===== src/rtl/csmac_pkg.sv =====
package csmac_pkg;

  typedef enum logic [1:0] {
    MAG_ZERO,
    MAG_ONE,
    MAG_TWO
  } booth_mag_e;

  // rows left after one layer of 3:2 compression
  function automatic int csa_next(input int c);
    return (c / 3) * 2 + (c % 3);
  endfunction

  function automatic int csa_levels(input int c);
    int l;
    int r;
    l = 0;
    r = c;
    while (r > 2) begin
      r = csa_next(r);
      l++;
    end
    return l;
  endfunction

  function automatic int csa_rows_at(input int c, input int lvl);
    int r;
    r = c;
    for (int i = 0; i < lvl; i++) r = csa_next(r);
    return r;
  endfunction

endpackage


===== src/rtl/booth_pp_gen.sv =====
module booth_pp_gen
  import csmac_pkg::*;
#(
  parameter int N = 16,
  parameter int W = 40
) (
  input  logic [N-1:0]            mcand_i,
  input  logic [N-1:0]            mplier_i,
  output logic [N/2-1:0][W-1:0]   pp_o,
  output logic [W-1:0]            corr_o
);
  localparam int NPP = N / 2;

  logic [N:0]     mpl_ext;
  logic [NPP-1:0] neg_vec;

  assign mpl_ext = {mplier_i, 1'b0};

  for (genvar g = 0; g < NPP; g++) begin : g_pp
    logic [2:0] grp;
    booth_mag_e mag;
    logic       neg;
    logic [N:0] mult;
    logic [N:0] pbits;

    assign grp = mpl_ext[2*g+2 : 2*g];

    always_comb begin
      unique case (grp)
        3'b001, 3'b010: begin mag = MAG_ONE;  neg = 1'b0; end
        3'b011:         begin mag = MAG_TWO;  neg = 1'b0; end
        3'b100:         begin mag = MAG_TWO;  neg = 1'b1; end
        3'b101, 3'b110: begin mag = MAG_ONE;  neg = 1'b1; end
        default:        begin mag = MAG_ZERO; neg = 1'b0; end
      endcase
    end

    always_comb begin
      unique case (mag)
        MAG_ONE: mult = {mcand_i[N-1], mcand_i};
        MAG_TWO: mult = {mcand_i, 1'b0};
        default: mult = '0;
      endcase
    end

    // one's-complement negate; +1 goes into corr_o
    assign pbits = neg ? ~mult : mult;

    // sign bit inverted; the -2^(N+2g) part is folded into a shared constant
    assign pp_o[g] = {{(W-N-1){1'b0}}, ~pbits[N], pbits[N-1:0]} << (2*g);
    assign neg_vec[g] = neg;
  end

  always_comb begin
    corr_o = '0;
    for (int g = 0; g < NPP; g++) corr_o[2*g] = neg_vec[g];
  end

endmodule


===== src/rtl/csa_tree.sv =====
module csa_tree
  import csmac_pkg::*;
#(
  parameter int W    = 40,
  parameter int ROWS = 13
) (
  input  logic [ROWS-1:0][W-1:0] rows_i,
  output logic [W-1:0]           sum_o,
  output logic [W-1:0]           carry_o
);
  localparam int NLEV = csa_levels(ROWS);

  logic [W-1:0] lv [NLEV+1][ROWS];

  always_comb begin
    int cnt;
    int grp;
    for (int l = 0; l <= NLEV; l++)
      for (int r = 0; r < ROWS; r++) lv[l][r] = '0;
    for (int r = 0; r < ROWS; r++) lv[0][r] = rows_i[r];
    for (int l = 0; l < NLEV; l++) begin
      cnt = csa_rows_at(ROWS, l);
      grp = cnt / 3;
      for (int g = 0; g < grp; g++) begin
        lv[l+1][2*g]   = lv[l][3*g] ^ lv[l][3*g+1] ^ lv[l][3*g+2];
        lv[l+1][2*g+1] = ((lv[l][3*g] & lv[l][3*g+1]) |
                          (lv[l][3*g] & lv[l][3*g+2]) |
                          (lv[l][3*g+1] & lv[l][3*g+2])) << 1;
      end
      for (int r = 0; r < cnt % 3; r++) lv[l+1][2*grp+r] = lv[l][3*grp+r];
    end
  end

  assign sum_o   = lv[NLEV][0];
  assign carry_o = lv[NLEV][1];

endmodule


===== src/rtl/final_cpa.sv =====
module final_cpa #(
  parameter int W  = 40,
  parameter int LO = 4
) (
  input  logic [W-1:0]  sum_i,
  input  logic [W-1:LO] carry_hi_i,
  input  logic          cin_i,
  output logic [W-1:0]  res_o
);
  // low bits are already resolved in the loop
  assign res_o = {sum_i[W-1:LO] + carry_hi_i + (W-LO)'(cin_i), sum_i[LO-1:0]};
endmodule


===== src/rtl/csbooth_mac.sv =====
module csbooth_mac
  import csmac_pkg::*;
#(
  parameter int N    = 16,
  parameter int G    = 8,
  parameter int LO_W = 4
) (
  input  logic              clk_i,
  input  logic              rst_ni,
  input  logic              vld_i,
  input  logic              clr_i,
  input  logic [N-1:0]      a_i,
  input  logic [N-1:0]      b_i,
  output logic [2*N+G-1:0]  res_o,
  output logic              res_vld_o
);
  localparam int W    = 2 * N + G;
  localparam int NPP  = N / 2;
  localparam int ROWS = NPP + 5;

  function automatic logic [W-1:0] sign_const();
    logic [W-1:0] k;
    k = '0;
    for (int i = 0; i < NPP; i++) k = k - (W'(1) << (N + 2 * i));
    return k;
  endfunction

  localparam logic [W-1:0] SIGN_K = sign_const();

  logic [NPP-1:0][W-1:0]  pp;
  logic [W-1:0]           corr;
  logic [ROWS-1:0][W-1:0] rows;
  logic [W-1:0]           t_sum, t_carry;
  logic [LO_W:0]          lo_sum;

  logic [W-1:0]    sum_q;
  logic [W-1:LO_W] carry_hi_q;
  logic            cy_q;
  logic            acc_vld_q;
  logic [W-1:0]    acc_total;

  booth_pp_gen #(.N(N), .W(W)) u_pp (
    .mcand_i (a_i),
    .mplier_i(b_i),
    .pp_o    (pp),
    .corr_o  (corr)
  );

  always_comb begin
    for (int i = 0; i < NPP; i++) rows[i] = pp[i];
    rows[NPP]   = corr;
    rows[NPP+1] = SIGN_K;
    rows[NPP+2] = clr_i ? '0 : sum_q;
    rows[NPP+3] = clr_i ? '0 : {carry_hi_q, {LO_W{1'b0}}};
    rows[NPP+4] = clr_i ? '0 : (W'(cy_q) << LO_W);
  end

  csa_tree #(.W(W), .ROWS(ROWS)) u_tree (
    .rows_i (rows),
    .sum_o  (t_sum),
    .carry_o(t_carry)
  );

  // short ripple resolves the low bits; carry out re-enters next cycle
  assign lo_sum = {1'b0, t_sum[LO_W-1:0]} + {1'b0, t_carry[LO_W-1:0]};

  always_ff @(posedge clk_i or negedge rst_ni) begin
    if (!rst_ni) begin
      sum_q      <= '0;
      carry_hi_q <= '0;
      cy_q       <= 1'b0;
      acc_vld_q  <= 1'b0;
    end else begin
      acc_vld_q <= vld_i;
      if (vld_i) begin
        sum_q      <= {t_sum[W-1:LO_W], lo_sum[LO_W-1:0]};
        carry_hi_q <= t_carry[W-1:LO_W];
        cy_q       <= lo_sum[LO_W];
      end else if (clr_i) begin
        sum_q      <= '0;
        carry_hi_q <= '0;
        cy_q       <= 1'b0;
      end
    end
  end

  final_cpa #(.W(W), .LO(LO_W)) u_cpa (
    .sum_i     (sum_q),
    .carry_hi_i(carry_hi_q),
    .cin_i     (cy_q),
    .res_o     (acc_total)
  );

  always_ff @(posedge clk_i or negedge rst_ni) begin
    if (!rst_ni) begin
      res_o     <= '0;
      res_vld_o <= 1'b0;
    end else begin
      res_vld_o <= acc_vld_q;
      if (acc_vld_q) res_o <= acc_total;
    end
  end

  // behavioural reference for the clear-and-load check
  logic signed [2*N-1:0] prod_ref;
  logic [W-1:0]          prod_ext;
  assign prod_ref = $signed(a_i) * $signed(b_i);
  assign prod_ext = {{G{prod_ref[2*N-1]}}, prod_ref};


  clr_load_chk: assert property (@(posedge clk_i) disable iff (!rst_ni)
    (vld_i && clr_i) |=> (acc_total == $past(prod_ext)));


  clr_zero_chk: assert property (@(posedge clk_i) disable iff (!rst_ni)
    (clr_i && !vld_i) |=> (sum_q == '0 && carry_hi_q == '0 && !cy_q));


  idle_hold_chk: assert property (@(posedge clk_i) disable iff (!rst_ni)
    (!vld_i && !clr_i) |=> ($stable(sum_q) && $stable(carry_hi_q) && $stable(cy_q)));


  res_hold_chk: assert property (@(posedge clk_i) disable iff (!rst_ni)
    !res_vld_o |-> $stable(res_o));


  vld_latency_chk: assert property (@(posedge clk_i) disable iff (!rst_ni)
    res_vld_o |-> $past(vld_i, 2));

endmodule


===== config.mk =====
export PLATFORM = sky130hd
export DESIGN_NAME = csbooth_mac
export DESIGN_NICKNAME = d
export VERILOG_FILES = /design/src/rtl/csmac_pkg.sv /design/src/rtl/booth_pp_gen.sv /design/src/rtl/csa_tree.sv /design/src/rtl/final_cpa.sv /design/src/rtl/csbooth_mac.sv
export SDC_FILE = /design/constraint.sdc
export NUM_CORES = 1
export LEC_CHECK = 0
export BUFFER_PORTS_ARGS = -buffer_cell sky130_fd_sc_hd__buf_2
export CORE_UTILIZATION = 60
export DETAILED_ROUTE_END_ITERATION = 8
export MAX_ROUTING_LAYER = met4
export PLACE_DENSITY_LB_ADDON = 0.15
export SLEW_MARGIN = 20
export SYNTH_ARGS = -nofsm -noshare
export SYNTH_HDL_FRONTEND = slang
export SYNTH_SLANG_ARGS = --single-unit

===== constraint.sdc =====
create_clock -name clk_i -period 4.15 [get_ports clk_i]
set_clock_uncertainty 0.15 [all_clocks]
set_input_delay 0.83 -clock clk_i [delete_from_list [all_inputs] [get_ports clk_i]]
set_output_delay 0.83 -clock clk_i [all_outputs]
set_load 0.02 [all_outputs]

Yosys cells after proc, flatten, opt, wreduce, memory -nomap -nowiden
Index checks and enable logic that the tools add are counted.

Mux-type cells: 40. Add/sub/neg operators: 3. Reductions and logical operators: 24. Bitwise logic cells: 91. Equal/unequal tests: 61.

Operators with widths (number): $and A39 B39 Y39 (20); $or A39 B39 Y39 (19); $xor A40 B40 Y40 (14); $pmux W17 S2 (8); $not A17 Y17 (9); $mux W17 (8); $mux W40 (3); $and A39 B5 Y39 (2); $mux W36 (2); $eq A3 B3 Y1 const B (21); $eq A3 B2 Y1 const B (14); $xor A40 B5 Y40 (1); $or A39 B21 Y39 (1); $or A39 B27 Y39 (1); $or A39 B31 Y39 (1); $add A36 B1 Y36 (1); $add A36 B36 Y36 (1); $pmux W2 S2 (8); $and A29 B31 Y31 (1); $and A31 B15 Y31 (1); $xor A29 B31 Y31 (1); $xor A31 B15 Y31 (1); $and A29 B15 Y29 (1); $reduce_or A4 Y1 (7); 20 further kinds (73).

Input port bits: 36. Output and inout bits: 41. Word-level logic and storage cells: 225. Bits in registers: 119.

Logic depth before layout (Yosys ltp)
Depth after elaboration: 25. Gate-level depth with buffers: 21. Mapped depth without buffers: 19.

Hierarchy
A second synthesis with hierarchy kept.

Cell total of the unflattened synthesis: 2306. Area, all modules: 22868.2 sq um.

By module, submodules not included: csa_tree (times used 1, area each 10681.5 sq um, cells each 978); csbooth_mac (times used 1, area each 5068.6 sq um, cells each 356); booth_pp_gen (times used 1, area each 5066.1 sq um, cells each 678); final_cpa (times used 1, area each 2052.0 sq um, cells each 294).

Worst setup path after synthesis
OpenSTA, ideal clock, no wires.

Path type: input to register. Start: in b_i[1]. End: reg sum_q[13]. Stages: 19. Arrival: 5277 ps. Setup time: 125 ps. Path buffers: 3. Setup slack: -1402 ps. Cells stage by stage: clkbuf_1 nand2_1 o21ai_0 ha_1 nor2b_1 clkbuf_1 clkbuf_1 a22oi_1 xnor2_1 fa_1 inv_1 fa_1 fa_1 inv_1 fa_1 inv_1 fa_1 inv_1 mux2_2.

Longest elaborated chain between the ends: 22. Elaborated cells on any way between the ends: 59.

Ends and longest elaborated chain: start: declaration (RTL line csbooth_mac.sv:13) `input logic [N-1:0] b_i,`; $eq A3 B1 Y1, or another cell as far along (RTL line booth_pp_gen.sv:29) `unique case (grp)`; $reduce_or A4 Y1 (no source line) / $reduce_or A2 Y1 (equally long branches); $pmux W2 S2 (RTL line booth_pp_gen.sv:29); $eq A2 B2 Y1 / $eq A2 B1 Y1 (equally long branches) (RTL line booth_pp_gen.sv:39) `unique case (mag)`; $pmux W17 S2 (RTL line booth_pp_gen.sv:39); $not A17 Y17 (RTL line booth_pp_gen.sv:47) `assign pbits = neg ? ~mult : mult;`; $mux W17 (RTL line booth_pp_gen.sv:47); $and A17 B19 Y19 / $and A17 B21 Y21 (equally long branches) (RTL line csa_tree.sv:26, csa_tree.sv:27); [... 5 more ...]; $and A39 B39 Y39 (RTL line csa_tree.sv:26) `lv[l+1][2*g+1] = ((lv[l][3*g] & lv[l][3*g+1]) |`; $or A39 B39 Y39 (RTL line csa_tree.sv:26); $or A39 B39 Y39 (RTL line csa_tree.sv:27) `(lv[l][3*g] & lv[l][3*g+2]) |`; $and A39 B39 Y39 (RTL line csa_tree.sv:26); $or A39 B39 Y39 (RTL line csa_tree.sv:26); $or A39 B39 Y39 (RTL line csa_tree.sv:27); $xor A40 B40 Y40 * (2 in a row) (RTL line csa_tree.sv:25) `lv[l+1][2*g] = lv[l][3*g] ^ lv[l][3*g+1] ^ lv[l][3*g+2];`; $mux W40 * (RTL line csbooth_mac.sv:75) `if (vld_i) begin`; end signal: assignment (RTL line csbooth_mac.sv:76) `sum_q <= {t_sum[W-1:LO_W], lo_sum[LO_W-1:0]};`; end: declaration (RTL line csbooth_mac.sv:36) `logic [W-1:0] sum_q;`.

Mark *: on every way between the ends. The rest lies on a longest branch, timed or not. A chain may end at the register's enable or synchronous reset.

Worst setup path after layout
Start: in b_i[3]. End: reg sum_q[6].

Longest elaborated chain between the ends: 22. Elaborated cells on any way between the ends: 81.

Ends and longest elaborated chain (RTL line): $eq A3 B1 Y1, or another cell as far along (booth_pp_gen.sv:29); $reduce_or A4 Y1 (no source line) / $reduce_or A2 Y1 (equally long branches); $pmux W2 S2 (booth_pp_gen.sv:29); $eq A2 B2 Y1 / $eq A2 B1 Y1 (equally long branches) (booth_pp_gen.sv:39); $pmux W17 S2 (booth_pp_gen.sv:39); $not A17 Y17 (booth_pp_gen.sv:47); $mux W17 (booth_pp_gen.sv:47); $and A17 B19 Y19 (csa_tree.sv:26); [... 6 more ...]; $or A39 B39 Y39 (csa_tree.sv:26); $or A39 B39 Y39 (csa_tree.sv:27); $and A39 B39 Y39 (csa_tree.sv:26); $or A39 B39 Y39 (csa_tree.sv:26); $or A39 B39 Y39 (csa_tree.sv:27); $xor A40 B40 Y40 (csa_tree.sv:25); $xor A40 B40 Y40 * (csa_tree.sv:25); $mux W40 * (csbooth_mac.sv:75).

Marked as above.

==> run_results.csv <==
group,metric,value,unit
timing,setup_viol,56,
timing,timing.final.crit_share,115.7,%
routing,drtAntennaViolNets,0,
worst_setup_path,end_kind,"flip-flop",
finish,areaGrowthSynthToFinish,24.81,%
pwr,vdd_drop_max,0.5137,mV
worst_setup_path,worstPathCellList,"buf_8 -> buf_6 -> o21ai_4 -> ha_4 -> nor2b_4 -> buf_6 -> buf_6 -> a22oi_2 -> xor2_1 -> fa_1 -> fa_1 -> fa_2 -> fa_2 -> inv_2 -> fa_2 -> mux2_4",
finish,finalNetCount,2243,
finish,nFillCells,1698,
synth,postSynthAreaPerCell,9.129,um2
routing,drt-wirelength-per-cell,17.61,um
synth,library_cell_occupying_the_most_area_in_the_post_synthesis_netlist,"dfrtp_1",
pwr,power,13340,uW
hold_path,hold_path_class,"primary input to asynchronous set/reset pin",
routing,route.vias.total,12649,
timing,final.hold.worst_slack,0.2808,ns
status,violations,"negative setup slack",
pwr,p_per_area,678.0,nW/um2
placed_design,place_congestion,0.9316,
placed_design,post_dp_cell_area,17450,um2
grt,grtUsageTotal,30.41,%
synth,ys_seq_area_share,18.89,%
finish,n_antenna_cell,0,
finish,drive_gt1_share,32.91,%
clock_tree,clk_root_buffer_cell,"clkbuf_16",
routing,drtPass1Iterations,7,
clock_tree,cts.path.max_buffers,2,
grt,antenna_found_initial,0,
grt,top_usage_layer,"met2",
grt,grt_max_degree,114,
worst_setup_path,rrSetupSlack,0.64,ns
die,placementRows,58,
routing,route.final.wire_length,38930,um
synth,summed_instance_area_of_the_synthesized_netlist,15770,um2
clock_tree,clkLatencyLatePin,0.41,ns
clock_tree,cts.clk_slew.worst_paths,0.06,ns
synth,syn_inst,1727,
worst_setup_path,kind_of_cell_with_the_highest_combined_delay_on_the_critical_path,"adder cells",
synth,synth_edf_count,0,
pwr,power.leakage,0.009322,uW
finish,most_frequent_standard_cell_in_the_layout_excluding_fill_and_tap_cells,"inv_1",
die,start_util,61.89,%
placed_design,post-dp-hpwl,28710,um
grt,total_grt_overflow,0,
finish,layout_common_cells,"inv_1, ha_1, dfrtp_1",
die,placeableCoreArea,25470,um2
grt,grt_pass1_wl,63590,um
worst_setup_path,worstSetupStartpointType,"primary input",
finish,final_area,19680,um2
timing,rsz0062_at_grt,"yes",
worst_setup_path,worstPathMaxFanout,5,
synth,ys_async_sr_fraction,100.0,%
timing,worst_pin_slew,0.9189,ns
routing,detailedRoute.firstIterationViolations,997,
clock_tree,h-tree-depth,4,
synth,yosys-top-cells-area,"dfrtp_1, fa_1, ha_1",
synth,synth_warnings,0,
clock_tree,cts.sink_count,119,
timing,finalHoldViolations,0,
worst_setup_path,critical_path.n_buffers_inverters,5,
worst_setup_path,worst_ep_arrival_time,4.95,ns
timing,max_freq,0.2083,GHz
timing,fin_ws,-0.6500,ns
synth,synth_ff_type,"dfrtp_1",
clock_tree,cts-buffers-inserted,17,
grt,grt.met1_usage,41.54,%
worst_setup_path,crit_required,4.30,ns
synth,synth.net_count,2102,
die,fp.dieArea,26930,um2
flow_run,maxCapViolations,0,
grt,first_global_vias,12939,
timing,slew-limit-headroom,37.15,%
synth,netlist.area_leader.share,18.89,%
clock_tree,cts_tree,"done",
placed_design,place_ws,-1.203,ns
worst_setup_path,timing.setup.critical_path_class,"primary input to flip-flop",
placed_design,portBuffers,76,
timing,drv_slew,0,
die,horizontal_die_dimension,164.1,um
synth,synth_cell_type_count,60,
status,result_of_the_run,"finished, violations left",
die,io_pins,77,
grt,grt_util_met3,2.197,%
worst_setup_path,cp_slowest_cell,"fa_2",
worst_setup_path,cp_slowest_stage_delay,0.59,ns
grt,globalRouteMet2Util,48.89,%
die,fp.dieH,164.1,um
timing,post-route-min-period,4.800,ns
synth,synth_seq_cells,119,
routing,drc_errors,0,
routing,routed_vias_inst,5.721,
timing,setup-tns-final,-22.05,ns
[state kept, by name, indices dropped and copies added (netlist names)]
register    flops
res_o          40
sum_q          40
carry_hi_q     36
acc_vld_q       1
cy_q            1
res_vld_o       1
[cell families after synthesis]
group | synth area share [%]
AOI/OAI and AO/OA | 13.22
xor gates and xnor gates | 8.333
adders and majority gates | 33.62
buffers and inverters | 9.413
DFF | 18.89
muxes | 5.921
and+or+nand+nor | 10.60
[Yosys cell counts, types with 5 or more instances]
| cell | number |
|---|---|
| inv_1 | 277 |
| ha_1 | 198 |
| fa_1 | 141 |
| dfrtp_1 | 119 |
| clkbuf_1 | 112 |
| a22oi_1 | 107 |
| nor2_1 | 90 |
| xnor2_1 | 84 |
| nand2_1 | 83 |
| mux2_2 | 66 |
| xor2_1 | 66 |
| o21ai_0 | 64 |
| nor2b_1 | 50 |
| nand2b_1 | 46 |
| a21oi_1 | 38 |
| mux2i_1 | 19 |
| nand3_1 | 18 |
| a21o_1 | 11 |
| a22o_1 | 11 |
| and2_1 | 10 |
| nand4_1 | 10 |
| a31oi_1 | 8 |
| and3_1 | 8 |
| nor3_1 | 7 |
| o211ai_1 | 7 |
| o21a_1 | 7 |
| o31ai_1 | 7 |
| o311ai_0 | 6 |
| a211oi_1 | 5 |
| nor3b_1 | 5 |
| o21bai_1 | 5 |
[worst paths after layout]
path | startpoint | to | depth (start not counted)
max reg2reg | sum_q[4] | res_o[28] | 11
max in group asynchronous | rst_ni | acc_vld_q | 2
min | rst_ni | sum_q[37] | 1
min in group clk_i | res_o[1] | res_o[1] | 1
min reg2reg | res_o[1] | res_o[1] | 1
max | b_i[3] | sum_q[6] | 16
[per-stage QoR]
| stage | utilization, % | std cells |
|---|---|---|
| after detailed placement | 68.51 | 2132 |
| after floorplan | - | 1727 |
| after global placement | 68.51 | 2132 |
| final | 77.25 | 2211 |
| after CTS | 75.16 | 2195 |
| after global routing | 77.25 | 2211 |
[timing repair]
| action | in CTS | in global routing |
|---|---|---|
| gates cloned | 3 | 1 |
| hold buffers | 0 | 0 |
| pin swaps | 113 | 73 |
| setup buffers | 28 | 18 |
| setup endpoints to repair | 56 | 58 |
| resized for setup | 237 | 105 |
[metal layers]
metal,vias up,routed length (um)
met2,420,18370
met5,-,0
met3,86,1698
li1,5971,-
met1,6172,17940
met4,0,918
[where the power goes]
part | switching [uW] | internal [uW]
sequential | 288 | 1700
combinational | 5220 | 4700
clock | 600 | 838
total | 6110 | 7230
[final cells by class]
class                      instances  area, um2  share of cell area [%]
clock inverter                    15      145.1                  0.7376
tap                              330      412.9                   2.098
inverter                         278       1064                   5.405
clock buffer                      17      425.4                   2.162
timing repair buffer             239       2016                   10.24
multi-input combinational       1213      12630                   64.21
sequential                       119       2979                   15.14
Power figures use the tool's default switching activity.
